$ cat config.mk
export PLATFORM = sky130hd
export DESIGN_NAME = mode_ctrl_reg
export DESIGN_NICKNAME = d
export VERILOG_FILES = /design/src/rtl/mmcr_pkg.sv /design/src/rtl/mmcr_wr_gate.sv /design/src/rtl/mmcr_field_reg.sv /design/src/rtl/mmcr_flags.sv /design/src/rtl/mode_ctrl_reg.sv
export SDC_FILE = /design/constraint.sdc
export NUM_CORES = 1
export LEC_CHECK = 0
export BUFFER_PORTS_ARGS = -buffer_cell sky130_fd_sc_hd__buf_2
export CAP_MARGIN = 20
export CORE_AREA = 2 2 40 42
export DETAILED_ROUTE_END_ITERATION = 12
export DIE_AREA = 0 0 42 44
export HOLD_SLACK_MARGIN = 0.15
export PLACE_DENSITY = 0.69
export SYNTH_ARGS = -nofsm -noshare
export SYNTH_HDL_FRONTEND = slang
export SYNTH_SLANG_ARGS = --single-unit
$ cat constraint.sdc
create_clock -name clk -period 0.9 [get_ports clk]
set_input_delay 0.045 -clock clk [delete_from_list [all_inputs] [get_ports clk]]
set_output_delay 0.045 -clock clk [all_outputs]
set_load 0.005 [all_outputs]
$ cat src/rtl/mmcr_pkg.sv
// Package: shared encodings and helpers for the machine mode control register.
// Assumes both mode fields share one 3-bit code space with codes 0..4 legal.
package mmcr_pkg;

    localparam int unsigned FIELD_W  = 3;
    localparam int unsigned DATA_W   = 8;
    localparam int unsigned MAX_CODE = 4;

    // Field positions inside the register byte (software relies on these)
    localparam int unsigned MACH_LSB = 0;
    localparam int unsigned LOCK_BIT = 3;
    localparam int unsigned TIM_LSB  = 4;
    localparam int unsigned GATE_BIT = 7;

    typedef enum logic [FIELD_W-1:0] {
        PERS_SPECIAL = 3'd0,  // config (machine) or internal use (timing)
        PERS_BASE48  = 3'd1,
        PERS_BANK128 = 3'd2,
        PERS_PLUS    = 3'd3,
        PERS_ALT     = 3'd4
    } pers_e;

    // True when a field code is one of the defined encodings
    function automatic logic code_legal(input logic [FIELD_W-1:0] c);
        return c <= FIELD_W'(MAX_CODE);
    endfunction

endpackage

$ cat src/rtl/mmcr_wr_gate.sv
// Module: write-permission gate. It turns a raw bus write into per-field
// load, clear and toggle strobes, based on the current mode and lock.
// Assumes: cfg_i and lock_i are the registered values before this write.
module mmcr_wr_gate
    import mmcr_pkg::*;
#(
    parameter int unsigned DW = DATA_W
) (
    input  logic          wr_en,
    input  logic          soft_rst_n,
    input  logic [DW-1:0] wr_data,
    input  logic          cfg_i,
    input  logic          lock_i,
    output logic          mach_ld_o,
    output logic          tim_ld_o,
    output logic          boot_clr_o,
    output logic          lock_tgl_o
);

    logic wr_live;

    // Purpose: a soft reset cycle swallows any write
    always_comb wr_live = wr_en & soft_rst_n;

    // Purpose: derive each field's write permission from mode, gate bit and lock
    always_comb begin
        mach_ld_o  = wr_live & cfg_i;
        tim_ld_o   = wr_live & wr_data[GATE_BIT] & (cfg_i | ~lock_i);
        boot_clr_o = wr_live & cfg_i;
        lock_tgl_o = wr_live & wr_data[LOCK_BIT];
    end

endmodule

$ cat src/rtl/mmcr_field_reg.sv
// Module: one 3-bit mode field with a hard-reset value. A load carrying an
// undefined code is discarded, so the field only ever holds legal codes.
// Assumes: hard reset is synchronous and active low; no soft reset here
// because the soft reset preserves the field (writes are gated upstream).
module mmcr_field_reg
    import mmcr_pkg::*;
#(
    parameter int unsigned         W       = FIELD_W,
    parameter logic [FIELD_W-1:0]  RST_VAL = '0
) (
    input  logic         clk,
    input  logic         hard_rst_n,
    input  logic         ld_i,
    input  logic [W-1:0] d_i,
    output logic [W-1:0] q_o
);

    logic [W-1:0] q;

    // Purpose: hold the field; take a load only when the code is defined
    always_ff @(posedge clk) begin
        if (!hard_rst_n)
            q <= W'(RST_VAL);
        else if (ld_i && code_legal(FIELD_W'(d_i)))
            q <= d_i;
    end

    assign q_o = q;

    // field never holds an undefined encoding
    a_r2_field_legal: assert property (@(posedge clk) disable iff (!hard_rst_n)
        q <= W'(MAX_CODE));

    // a load with an undefined code leaves the field as it was
    a_r2_illegal_kept: assert property (@(posedge clk) disable iff (!hard_rst_n)
        (ld_i && d_i > W'(MAX_CODE)) |=> $stable(q));

endmodule

$ cat src/rtl/mmcr_flags.sv
// Module: boot-ROM enable and user-lock flags.
// Boot enable only falls (restored by hard reset); lock toggles on request.
// Assumes: strobes are already gated by mode and soft reset.
module mmcr_flags (
    input  logic clk,
    input  logic hard_rst_n,
    input  logic boot_clr_i,
    input  logic lock_tgl_i,
    output logic boot_en_o,
    output logic lock_o
);

    logic boot_q;
    logic lock_q;

    // Purpose: boot ROM enable, set by hard reset, cleared by a config write
    always_ff @(posedge clk) begin
        if (!hard_rst_n)
            boot_q <= 1'b1;
        else if (boot_clr_i)
            boot_q <= 1'b0;
    end

    // Purpose: user lock, cleared by hard reset, inverted by each toggle
    always_ff @(posedge clk) begin
        if (!hard_rst_n)
            lock_q <= 1'b0;
        else if (lock_tgl_i)
            lock_q <= ~lock_q;
    end

    assign boot_en_o = boot_q;
    assign lock_o    = lock_q;

    // once off, boot enable stays off until hard reset
    a_r6_boot_sticky: assert property (@(posedge clk) disable iff (!hard_rst_n)
        !boot_q |=> !boot_q);

    // a toggle request inverts the lock
    a_r7_lock_flip: assert property (@(posedge clk) disable iff (!hard_rst_n)
        lock_tgl_i |=> (lock_q != $past(lock_q)));

    // without a toggle the lock holds
    a_r7_lock_hold: assert property (@(posedge clk) disable iff (!hard_rst_n)
        !lock_tgl_i |=> $stable(lock_q));

endmodule

$ cat src/rtl/mode_ctrl_reg.sv
// Module: machine mode control register (top).
// Holds machine type and display timing with mode-dependent write rules,
// drives boot-ROM enable, user lock, and the port-decode personality that
// follows the display timing. Read data is combinational from the state.
// Assumes: single-cycle write strobe, both resets synchronous active low.
module mode_ctrl_reg
    import mmcr_pkg::*;
#(
    parameter int unsigned DW = DATA_W,
    parameter int unsigned FW = FIELD_W
) (
    input  logic          clk,
    input  logic          hard_rst_n,
    input  logic          soft_rst_n,
    input  logic          wr_en,
    input  logic [DW-1:0] wr_data,
    input  logic          pal_phase_i,
    output logic [DW-1:0] rd_data,
    output logic [FW-1:0] machine_o,
    output logic [FW-1:0] timing_o,
    output logic          cfg_mode_o,
    output logic          boot_rom_en_o,
    output logic          user_lock_o,
    output logic [FW-1:0] port_pers_o
);

    localparam int unsigned NFIELD = 2;
    localparam int unsigned F_MACH = 0;
    localparam int unsigned F_TIM  = 1;
    localparam int unsigned LSB_OF [NFIELD] = '{MACH_LSB, TIM_LSB};

    logic [FW-1:0] fld_q  [NFIELD];
    logic          fld_ld [NFIELD];
    logic          cfg;
    logic          lock;
    logic          boot_clr;
    logic          lock_tgl;

    // Purpose: configuration state is machine code 000
    always_comb cfg = (fld_q[F_MACH] == FW'(PERS_SPECIAL));

    mmcr_wr_gate #(.DW(DW)) u_gate (
        .wr_en      (wr_en),
        .soft_rst_n (soft_rst_n),
        .wr_data    (wr_data),
        .cfg_i      (cfg),
        .lock_i     (lock),
        .mach_ld_o  (fld_ld[F_MACH]),
        .tim_ld_o   (fld_ld[F_TIM]),
        .boot_clr_o (boot_clr),
        .lock_tgl_o (lock_tgl)
    );

    // One register per mode field, each picking its slice of the write byte
    for (genvar g = 0; g < NFIELD; g++) begin : g_field
        mmcr_field_reg #(.W(FW), .RST_VAL(FW'(PERS_SPECIAL))) u_fld (
            .clk        (clk),
            .hard_rst_n (hard_rst_n),
            .ld_i       (fld_ld[g]),
            .d_i        (wr_data[LSB_OF[g] +: FW]),
            .q_o        (fld_q[g])
        );
    end

    mmcr_flags u_flags (
        .clk        (clk),
        .hard_rst_n (hard_rst_n),
        .boot_clr_i (boot_clr),
        .lock_tgl_i (lock_tgl),
        .boot_en_o  (boot_rom_en_o),
        .lock_o     (lock)
    );

    // Purpose: assemble the read byte from live state and palette phase
    always_comb begin
        rd_data = '0;
        rd_data[GATE_BIT]              = pal_phase_i;
        rd_data[TIM_LSB +: FW]         = fld_q[F_TIM];
        rd_data[LOCK_BIT]              = lock;
        rd_data[MACH_LSB +: FW]        = fld_q[F_MACH];
    end

    assign machine_o   = fld_q[F_MACH];
    assign timing_o    = fld_q[F_TIM];
    assign cfg_mode_o  = cfg;
    assign user_lock_o = lock;
    assign port_pers_o = fld_q[F_TIM];

    // outside config the machine type cannot change
    a_r3_mach_frozen: assert property (@(posedge clk) disable iff (!hard_rst_n)
        !cfg_mode_o |=> $stable(machine_o));

    // gate bit clear leaves timing alone
    a_r5_tim_needs_gate: assert property (@(posedge clk) disable iff (!hard_rst_n)
        (wr_en && !wr_data[GATE_BIT]) |=> $stable(timing_o));

    // lock freezes timing outside config
    a_r8_lock_blocks: assert property (@(posedge clk) disable iff (!hard_rst_n)
        (user_lock_o && !cfg_mode_o) |=> $stable(timing_o));

    // a write in config turns off boot ROM
    a_r6_cfg_write_clears: assert property (@(posedge clk) disable iff (!hard_rst_n)
        (wr_en && soft_rst_n && cfg_mode_o) |=> !boot_rom_en_o);

    // soft reset cycle leaves all state unchanged
    a_r11_soft_keeps: assert property (@(posedge clk) disable iff (!hard_rst_n)
        !soft_rst_n |=> ($stable(machine_o) && $stable(timing_o)
                         && $stable(boot_rom_en_o) && $stable(user_lock_o)));

endmodule

======== Word level (Yosys, flattened, before mapping) ========
Index checks and enable logic that the tools add are counted.
cells by class
  order comparisons ....................... 2
  reductions and logical operators ........ 3
  bitwise gates (word level) .............. 7
operators with widths
  operator                                               count
  less-or-equal comparator 3 bit, second input constant  2
  bitwise AND 1 bit                                      5
  logical NOT 3 bit                                      1
  logical AND 1 bit                                      2
  inverter 1 bit                                         1
  bitwise OR 1 bit                                       1
storage, ports and cells
  output and inout bits ................... 20
  flip-flop bits (word level) ............. 8
  input bits .............................. 13
  word-level logic and storage cells ...... 16

======== Depth between registers and ports, before layout ========
Gate-level depths: netlist of run 1.
  depth after elaboration ................. 4
  gate-level depth with buffers ........... 3
  depth with buffers taken out ............ 3

======== Hierarchy ========
Synthesis of run 1 repeated with hierarchy kept, for this count alone.
second synthesis, totals
  cell total of the unflattened synthesis .. 54
  area, all modules ....................... 504.2 um^2
by module, submodules not included
  module          sequential area each (um^2)  area each (um^2)  cells each  times used
  mmcr_field_reg  60.1                         153.9             15          2
  mode_ctrl_reg   0.0                          92.6              12          1
  mmcr_flags      40.0                         63.8              6           1
  mmcr_wr_gate    0.0                          40.0              6           1

======== Least setup slack after synthesis of run 1 ========
No wires, ideal clock.
  kind .................................... register to register
  start point ............................. register g_field[0].u_fld.q[0]
  end point ............................... register g_field[1].u_fld.q[0]
  arrival ................................. 0.963 ns
  setup time .............................. 0.072 ns
  period minus slack after synthesis ...... 1.034 ns
  path slack .............................. -0.134 ns
  data required time ...................... 0.828 ns
  stages on the path, launching flop included .. 4
  path through ............................ dfxtp_1 > nor3_4 > o211a_4 > mux2i_1
on the way
  word-level cells in the longest chain between the ends .. 4
RTL lines
  what                    line                  RTL
  from (decl)             mmcr_field_reg.sv:18  logic [W-1:0] q;
  from (signal assigned)  mmcr_field_reg.sv:23  q <= W'(RST_VAL);
  from (signal assigned)  mmcr_field_reg.sv:25  q <= d_i;
  logical NOT 3 bit       mode_ctrl_reg.sv:40   always_comb cfg = (fld_q[F_MACH] == FW'(PERS_SPECIAL));
  named net cfg_mode_o    mode_ctrl_reg.sv:21   output logic cfg_mode_o,
  bitwise OR 1 bit        mmcr_wr_gate.sv:28    tim_ld_o = wr_live & wr_data[GATE_BIT] & (cfg_i | ~lock_i);
  bitwise AND 1 bit       mmcr_wr_gate.sv:28
  logical AND 1 bit       mmcr_field_reg.sv:24  else if (ld_i && code_legal(FIELD_W'(d_i)))
  to (signal assigned)    mmcr_field_reg.sv:23
  to (signal assigned)    mmcr_field_reg.sv:25
  to (decl)               mmcr_field_reg.sv:18
The timed path passes the listed nets, and every way through them passes these cells.
A chain may end at the register's enable or synchronous reset.

======== Final worst setup path of run 1 ========
  start point ............................. register g_field[0].u_fld.q[2]
  end point ............................... register g_field[1].u_fld.q[0]
on the way
  word-level cells in the longest chain between the ends .. 4
RTL lines
  what               line
  logical NOT 3 bit  mode_ctrl_reg.sv:40
  bitwise OR 1 bit   mmcr_wr_gate.sv:28
  bitwise AND 1 bit  mmcr_wr_gate.sv:28
  logical AND 1 bit  mmcr_field_reg.sv:24
Every way passes these cells.

==> flow_metrics.env, run 1 <==
export IMPL_min_period_over_period=1.19
export IMPL_ioPinCount=33
export IMPL_cts_buffer_depth=2
export IMPL_holdWs_ps=159
export IMPL_cts_max_level=1
export IMPL_core_area_sq_mm=0.00142
export IMPL_stdcell_count=102
export IMPL_max_stage_delay_ps=330
export IMPL_critPathRequiredTime_ps=1070
export IMPL_post_cts_repair_setup_buffers=0
export IMPL_fp_dieH_um=44
export IMPL_die_x_um=42
export IMPL_switching_power_uw=196
export IMPL_rsz0062_at_grt="true"
export IMPL_layout_drive_gt1_share=0.535
export IMPL_critPathBufInv=0
export IMPL_final_cell_area_sq_um=707
export IMPL_clockRootBuffer="clkbuf_4"
export IMPL_mostFrequentLayoutCells="buf_2, nand2_1, dlygate4sd3_1"
export IMPL_violations="negative setup slack"
export IMPL_use_met1=0.150
export IMPL_antenna_found_initial=0
export IMPL_worstReg2RegEnd="g_field[1].u_fld.q_o[0]"
export IMPL_clk_pin_slew_ps=60
export IMPL_critical_path_class="reg2reg"
export IMPL_syn_area_per_cell_sq_um=8.81
export IMPL_n_antenna_cell=0
export IMPL_numClockSinks=8
export IMPL_tritoncts="done"
export IMPL_worstPathArrival_ps=1240
export IMPL_end_kind="flop"
export IMPL_post_dp_cell_area_sq_um=564
export IMPL_finalMaxSlewViolations=0
export IMPL_startpoint_type="flop"
export IMPL_first_pass_iters=4
export IMPL_r2r_start="g_field[0].u_fld.q_o[2]"
export IMPL_tightestPinTransition_ps=295
export IMPL_hpwl_um=724
export IMPL_p_int_uw=630
export IMPL_r2r_slack_ps=-170
export IMPL_grt_first_pass_wirelength_mm=1.73
export IMPL_swShare=0.238
export IMPL_drcViolationCount=0
export IMPL_synth_nets=63
export IMPL_final_common_cell="buf_2"
export IMPL_io_buffers=30
export IMPL_cts_buffers=3
export IMPL_via_per_inst=4.26
export IMPL_post_place_ws_ps=-133
export IMPL_gr_max_usage_layer="met2"
export IMPL_initial_core_util=0.310
export IMPL_cap_viol_max_count=0
export IMPL_grt_pass1_vias=409
export IMPL_comb_power_share=0.216
export IMPL_ys_ff_latch=8
export IMPL_grt_max_degree=14
export IMPL_max_freq_mhz=932
export IMPL_syn_to_final_growth_pct=60.5
export IMPL_power_frac_clock=0.323
export IMPL_crit_family="flip-flops"
export IMPL_hold_viol=0
export IMPL_met2_usage=0.225
export IMPL_row_count=14
export IMPL_fin_ws_ps=-173
export IMPL_synth_area_sq_um=440
export IMPL_seqPwrFrac=0.460
export IMPL_cpMaxStageDelayCell="dfxtp_2"
export IMPL_drtIter0Drc=4
export IMPL_setup_viol=8
export IMPL_status="complete, but fails checks"
export IMPL_hold_depth=3
export IMPL_cp_cell_sequence="nor3_4 -> o211a_4 -> mux2i_2"
export IMPL_reg2reg_depth=3
export IMPL_vias=435
export IMPL_min_to="g_field[0].u_fld.q_o[2]"
export IMPL_die_area_sq_mm=0.00185
export IMPL_ys_types=19
export IMPL_wirelength_mm=1.04
export IMPL_max_slew_margin=0.803
export IMPL_placed_cells=89
export IMPL_met3_usage=0.0250
export IMPL_p_leak_uw=0.000361
export IMPL_gp_congestion=0.673
export IMPL_crit_fanout=4
export IMPL_clock_latency_ps=250
export IMPL_wl_per_cell_um=10.2
export IMPL_ir_worst_vdd_v=0.000537
export IMPL_clock_skew_ps=4.54
export IMPL_hp_class="in2reg"
export IMPL_synthesis_instances=50
export IMPL_grt_ovfl_total=0
export IMPL_worstHoldStart="wr_en"
export IMPL_synth_warnings=0
export IMPL_powerDensity_mw_per_mm2=1170
export IMPL_yosysSeqAreaShare=0.364
export IMPL_antenna_left=0
export IMPL_nets=101
export IMPL_track_usage=0.130
export IMPL_min_period_ps=1070
-- metal layers --
| layer | share of wire | wire (um) |
|---|---|---|
| met5 | 0 | 0 |
| met4 | 0 | 0 |
| met1 | 0.40 | 420 |
| met3 | 0.069 | 72 |
| met2 | 0.53 | 551 |
-- final cells by class --
| class | instances | area, sq um |
|---|---|---|
| inverter | 2 | 7.51 |
| sequential | 8 | 164 |
| fill | 139 | 712 |
| multi-input combinational | 28 | 198 |
| tap | 16 | 20.0 |
| timing repair buffer | 45 | 295 |
| clock buffer | 3 | 22.5 |
-- synth_stat cells (all sizes together) --
| library cell | number | area (sq um) |
|---|---|---|
| buf | 11 | 82.6 |
| nand2 | 10 | 37.5 |
| dfxtp | 8 | 160 |
| o21ai | 4 | 20.0 |
| mux2i | 3 | 30.0 |
| and3 | 2 | 13.8 |
| inv | 2 | 7.51 |
| a41oi | 1 | 8.76 |
| and2 | 1 | 6.26 |
| clkbuf | 1 | 3.75 |
| nand3 | 1 | 5.00 |
| nand4b | 1 | 8.76 |
| nor2b | 1 | 6.26 |
| nor3 | 1 | 16.3 |
| nor3b | 1 | 7.51 |
| o211a | 1 | 17.5 |
| xnor2 | 1 | 8.76 |
-- metrics by stage --
stage / total power, uW / util / setup TNS [ps]
finish: 826 / 0.498 / -863
floorplan: 466 / - / -474
detailed placement: 525 / 0.398 / -643
CTS: 836 / 0.490 / -803
global route: 893 / 0.498 / -1490
global placement: 524 / 0.398 / -530
-- worst register-to-register path, cell delays in order (launching register included) --
cell	delay (ps)
dfxtp_2	330
nor3_4	220
o211a_4	210
mux2i_2	230
-- state kept, by name (all words and copies together) (netlist names) --
signal,count
u_flags.lock_o,1
g_field.u_fld.q_o,6
u_flags.boot_en_o,1
-- worst max path at each step --
| stage | startpoint | end | cells past startpoint | slack, ps |
|---|---|---|---|---|
| 2_1_floorplan | g_field[0].u_fld.q_o[1] | g_field[1].u_fld.q_o[0] | 3 | -130 |
| 3_3_place_gp | g_field[0].u_fld.q_o[1] | g_field[1].u_fld.q_o[1] | 3 | -110 |
| 3_5_place_dp | g_field[0].u_fld.q_o[1] | g_field[1].u_fld.q_o[1] | 3 | -130 |
| 4_1_cts | g_field[0].u_fld.q_o[2] | g_field[1].u_fld.q_o[1] | 3 | -130 |
| 5_1_grt | g_field[0].u_fld.q_o[2] | g_field[0].u_fld.q_o[1] | 4 | -230 |
| 6_report | g_field[0].u_fld.q_o[2] | g_field[1].u_fld.q_o[0] | 3 | -170 |
-- what timing repair did --
item / in CTS / in global routing
endpoints found under the hold margin: 7 / 0
pin swaps: 3 / 1
endpoints found under the setup margin: 10 / 14
resized for setup: 2 / 3
hold buffers: 10 / 0
-- power by group through the flow --
stage	Clock, uW	Sequential (uW)	Combinational [uW]
floorplan	0	391	74.4
global placement	0	386	138
detailed placement	0	387	138
CTS	281	380	175
global route	314	382	197
finish	267	380	179
-- logic make-up after synthesis --
group | Yosys count | synth area share
AND/OR/NAND/NOR | 18 | 0.230
XOR/XNOR | 1 | 0.0199
multiplexers | 3 | 0.0682
buffers and inverters | 14 | 0.213
AO/OA/AOI/OAI | 6 | 0.105
flip-flops | 8 | 0.364
Note: power is estimated with default switching activity, not from simulation.
==> run 2, diff against run 1 <==
- CORE_AREA: 2 2 40 42 -> 2 2 41 43
- DIE_AREA: 0 0 42 44 -> 0 0 43 45
- PLACE_DENSITY: 0.69 -> default
- PLACE_DENSITY_LB_ADDON: default -> 0.25
- clock period: 0.9 -> 1.2 ns (I/O delays scaled with it)
==> run 2 against run 1 <==
  * The run now ends clean
  * Sequential share of layout area up 2.4 points
  * Non-clock buffer count down 7
  * Final area down 11%
  * Flip-flop and latch count unchanged
  * Utilization down 7.2 points
  * Count of clock-buffer cells in the layout unchanged
  * Hold slack better by 18 ps
  * Critical path depth up 2
  * Die area up 4.7%
  * Combinational power down 37%
  * Clock power down 22%
  * Largest cell class unchanged
==> flow_metrics.env, run 2 (synthesized netlist as in run 1, its figures left out) <==
export IMPL_status="completed"
export IMPL_layout_drive_gt1_share=0.456
export IMPL_worstReg2RegEnd="g_field[1].u_fld.q_o[1]"
export IMPL_ioPinCount=33
export IMPL_finalMaxSlewViolations=0
export IMPL_final_common_cell="buf_2"
export IMPL_end_kind="flop"
export IMPL_startpoint_type="input pin"
export IMPL_initial_core_util=0.299
export IMPL_fin_util=0.426
export IMPL_worstHoldStart="soft_rst_n"
export IMPL_critical_path_class="in2reg"
export IMPL_core_area_sq_mm=0.00147
export IMPL_setup_viol=0
export IMPL_min_period_over_period=0.919
export IMPL_clock_skew_ps=6.01
export IMPL_grt_ovfl_total=0
export IMPL_hold_depth=3
export IMPL_critPathRequiredTime_ps=1380
export IMPL_via_per_inst=4.54
export IMPL_numClockSinks=8
export IMPL_wirelength_mm=1.02
export IMPL_cts_buffers=3
export IMPL_gp_congestion=0.749
export IMPL_min_period_ps=1100
export IMPL_drtIter0Drc=10
export IMPL_cap_viol_max_count=0
export IMPL_r2r_start="g_field[0].u_fld.q_o[0]"
export IMPL_grt_max_degree=14
export IMPL_die_x_um=43
export IMPL_wl_per_cell_um=10.7
export IMPL_track_usage=0.111
export IMPL_antenna_found_initial=0
export IMPL_die_area_sq_mm=0.00194
export IMPL_grt_first_pass_wirelength_mm=1.55
export IMPL_fillers=163
export IMPL_drcViolationCount=0
export IMPL_first_pass_iters=4
export IMPL_cts_buffer_depth=2
export IMPL_worstPathArrival_ps=1280
export IMPL_io_buffers=30
export IMPL_powerDensity_mw_per_mm2=970
export IMPL_n_antenna_cell=0
export IMPL_ir_worst_vdd_v=0.000392
export IMPL_row_count=14
export IMPL_crit_fanout=3
export IMPL_nets=94
export IMPL_antenna_left=0
export IMPL_final_setup_tns_ps=0
export IMPL_tritoncts="done"
export IMPL_hp_class="in2reg"
export IMPL_mostFrequentLayoutCells="buf_2, nand2_1, dfxtp_1, dlygate4sd3_1"
export IMPL_clk_pin_slew_ps=60
export IMPL_syn_to_final_growth_pct=42.3
export IMPL_largest_reg_flops=6
export IMPL_cts_max_level=1
export IMPL_reg2reg_depth=3
export IMPL_vias=431
export IMPL_clock_latency_ps=250
export IMPL_p_leak_uw=0.000322
export IMPL_max_slew_margin=0.848
export IMPL_rsz0062_at_grt="false"
export IMPL_post_cts_repair_setup_buffers=0
export IMPL_r2r_slack_ps=120
export IMPL_fp_dieH_um=45
export IMPL_tightestPinTransition_ps=227
export IMPL_hold_viol=0
export IMPL_min_to="g_field[0].u_fld.q_o[2]"
export IMPL_grt_pass1_vias=364
export IMPL_clockRootBuffer="clkbuf_4"
export IMPL_max_freq_mhz=907
export IMPL_hpwl_um=722
-- run 2: repair_timing --
action,in CTS,in global routing
hold endpoints to repair,7,0
hold buffers,8,0
gates resized for setup,0,1
setup endpoints to repair,0,3
-- run 2: layer usage --
| layer | vias to the layer above | share of wire | GRT usage |
|---|---|---|---|
| li1 | 215 | - | - |
| met1 | 194 | 0.45 | 0.138 |
| met2 | 20 | 0.45 | 0.173 |
| met3 | 2 | 0.085 | 0.0160 |
| met4 | 0 | 0.014 | 0.0909 |
| met5 | - | 0 | 0 |
-- run 2: cell type report --
type	instances	area (sq um)	area share
multi-input cells	28	186	0.297
repair buffers	38	230	0.367
well taps	16	20.0	0.0319
flip-flops and latches	8	160	0.255
inverters	2	7.51	0.0120
clock buffers	3	22.5	0.0359
-- run 2: per-stage QoR --
| stage | cell area (sq um) | instances | total power, uW | setup WS [ps] | hold WS [ps] |
|---|---|---|---|---|---|
| CTS | 627 | 95 | 619 | 13.8 | 163 |
| global placement | 524 | 84 | 383 | 175 | 120 |
| finish | 627 | 95 | 608 | 97.6 | 177 |
| floorplan | 440 | 50 | 349 | 166 | 193 |
| global route | 627 | 95 | 645 | 42.1 | 197 |
| detailed placement | 524 | 84 | 384 | 121 | 120 |
-- run 2: worst max-delay path by stage --
stage | end | slack (ps) | from
3_5_place_dp | g_field[1].u_fld.q_o[1] | 120 | g_field[0].u_fld.q_o[0]
3_3_place_gp | g_field[1].u_fld.q_o[2] | 170 | g_field[0].u_fld.q_o[0]
5_1_grt | g_field[1].u_fld.q_o[1] | 40 | wr_data[4]
2_1_floorplan | g_field[1].u_fld.q_o[0] | 170 | g_field[0].u_fld.q_o[0]
6_report | g_field[1].u_fld.q_o[1] | 100 | wr_data[4]
4_1_cts | g_field[1].u_fld.q_o[1] | 10 | wr_data[4]
-- run 2: critical path, stage by stage --
cell	delay, ps
dlygate4sd3_1	520
buf_2	130
o21ai_1	170
o211a_4	210
mux2i_1	180
-- run 2: where the power goes --
group / switching, uW / internal, uW
clock network: 94.7 / 115
logic: 47.1 / 65.0
registers: 10.2 / 276
total: 152 / 456
==> run 3, diff against run 2 <==
- CORE_AREA: 2 2 41 43 -> 2 2 39 41
- DIE_AREA: 0 0 43 45 -> 0 0 41 43
==> run 3 against run 2 <==
  * First-iteration DRC count unchanged
  * Flip-flop and latch count unchanged
  * Clock skew down 4.8 ps
  * Critical endpoint is now g_field[1].u_fld.q_o[2]
  * Largest power group unchanged
  * Hold slack worse by 15 ps
==> flow_metrics.env, run 3 (synthesized netlist as in run 1, its figures left out) <==
export IMPL_status="completed"
export IMPL_clock_skew_ps=1.23
export IMPL_fillers=151
export IMPL_io_buffers=30
export IMPL_max_freq_mhz=907
export IMPL_drtIter0Drc=10
export IMPL_clock_latency_ps=250
export IMPL_crit_family="buffers and inverters"
export IMPL_max_stage_delay_ps=540
export IMPL_tritoncts="done"
export IMPL_ir_worst_vdd_v=0.000566
export IMPL_clockRootBuffer="clkbuf_4"
export IMPL_cpMaxStageDelayCell="dlygate4sd3_1"
export IMPL_layout_drive_gt1_share=0.456
export IMPL_gp_congestion=0.738
export IMPL_row_count=14
export IMPL_min_period_ps=1100
export IMPL_clk_pin_slew_ps=50
export IMPL_hpwl_um=670
export IMPL_hold_viol=0
export IMPL_min_period_over_period=0.919
export IMPL_post_place_ws_ps=142
export IMPL_end_kind="flop"
export IMPL_n_antenna_cell=0
export IMPL_vias=427
export IMPL_cap_viol_max_count=0
export IMPL_grt_max_degree=14
export IMPL_fp_dieH_um=43
export IMPL_critPathRequiredTime_ps=1380
export IMPL_wl_per_cell_um=10.4
export IMPL_ioPinCount=33
export IMPL_die_x_um=41
export IMPL_tightestPinTransition_ps=226
export IMPL_nets=94
export IMPL_cts_max_level=1
export IMPL_grt_first_pass_wirelength_mm=1.48
export IMPL_die_area_sq_mm=0.00176
export IMPL_cp_cell_sequence="dlygate4sd3_1 -> buf_2 -> o21ai_1 -> o211a_4 -> mux2i_1"
export IMPL_finalMaxSlewViolations=0
export IMPL_grt_ovfl_total=0
export IMPL_worstPathArrival_ps=1290
export IMPL_cts_buffers=3
export IMPL_setup_viol=0
export IMPL_first_pass_iters=4
export IMPL_via_per_inst=4.49
export IMPL_final_common_cell="buf_2"
export IMPL_numClockSinks=8
export IMPL_initial_core_util=0.318
export IMPL_p_leak_uw=0.000322
export IMPL_rsz0062_at_grt="false"
export IMPL_drcViolationCount=0
export IMPL_antenna_left=0
export IMPL_antenna_found_initial=0
export IMPL_critical_path_class="in2reg"
export IMPL_startpoint_type="input pin"
export IMPL_critPathBufInv=2
export IMPL_fin_ws_ps=97.3
export IMPL_core_area_sq_mm=0.00138
export IMPL_max_slew_margin=0.849
export IMPL_grt_pass1_vias=365
export IMPL_mostFrequentLayoutCells="buf_2, nand2_1, dfxtp_1, dlygate4sd3_1"
export IMPL_post_cts_repair_setup_buffers=0
export IMPL_largest_reg_flops=6
export IMPL_track_usage=0.126
export IMPL_hp_class="in2reg"
export IMPL_wirelength_um=986
export IMPL_final_setup_tns_ps=0
export IMPL_crit_fanout=3
export IMPL_cts_buffer_depth=2
export IMPL_powerDensity_mw_per_mm2=964
export IMPL_syn_to_final_growth_pct=42.3
-- run 3: cell counts in the layout (fill, tap and decap cells not counted) --
Identical to the previous run, type by type.
-- run 3: worst register-to-register path, delay by kind of cell (launching register included) --
kind             cells  cell delay, ps
AO/OA/AOI/OAI        1             210
flip-flops           1             340
multiplexers         1             170
AND/OR/NAND/NOR      1             270
-- run 3: timing repair --
action	4_1_cts	5_1_grt
resized for setup	0	1
hold endpoints to repair	7	0
hold buffers	8	0
setup endpoints to repair	0	3
-- run 3: power by group --
group / switching (uW) / total, uW / internal (uW)
logic: 46.3 / 111 / 65.0
clock network: 92.0 / 206 / 114
registers: 9.72 / 286 / 277
-- run 3: area by class of cell --
cell class / count / area, sq um / area share
Tap cell: 16 / 20.0 / 0.0319
Clock buffer: 3 / 22.5 / 0.0359
Sequential cell: 8 / 160 / 0.255
Timing Repair Buffer: 38 / 230 / 0.367
Inverter: 2 / 7.51 / 0.0120
Multi-Input combinational cell: 28 / 186 / 0.297
-- run 3: routing by layer --
layer	wire length, um	GRT usage
met3	105	0.0314
met5	0	0
met1	443	0.160
met2	421	0.181
met4	15	0.0800
-- run 3: path summary, 6_finish.rpt --
path | from | to | slack [ps] | cells after the start
worst max register to register | g_field[0].u_fld.q_o[0] | g_field[1].u_fld.q_o[2] | 140 | 3
worst min-delay path | soft_rst_n | g_field[0].u_fld.q_o[2] | 160 | 3
worst max-delay path | wr_data[5] | g_field[1].u_fld.q_o[2] | 100 | 5
worst min register to register | u_flags.boot_en_o | u_flags.boot_en_o | 460 | 2
-- run 3: metrics by stage --
stage	total power (uW)	utilization	area (sq um)	instances	hold WS, ps
finish	604	0.453	627	95	161
global route	636	0.453	627	95	197
CTS	608	0.453	627	95	165
detailed placement	382	0.379	524	84	120
global placement	382	0.379	524	84	120
floorplan	349	-	440	50	193
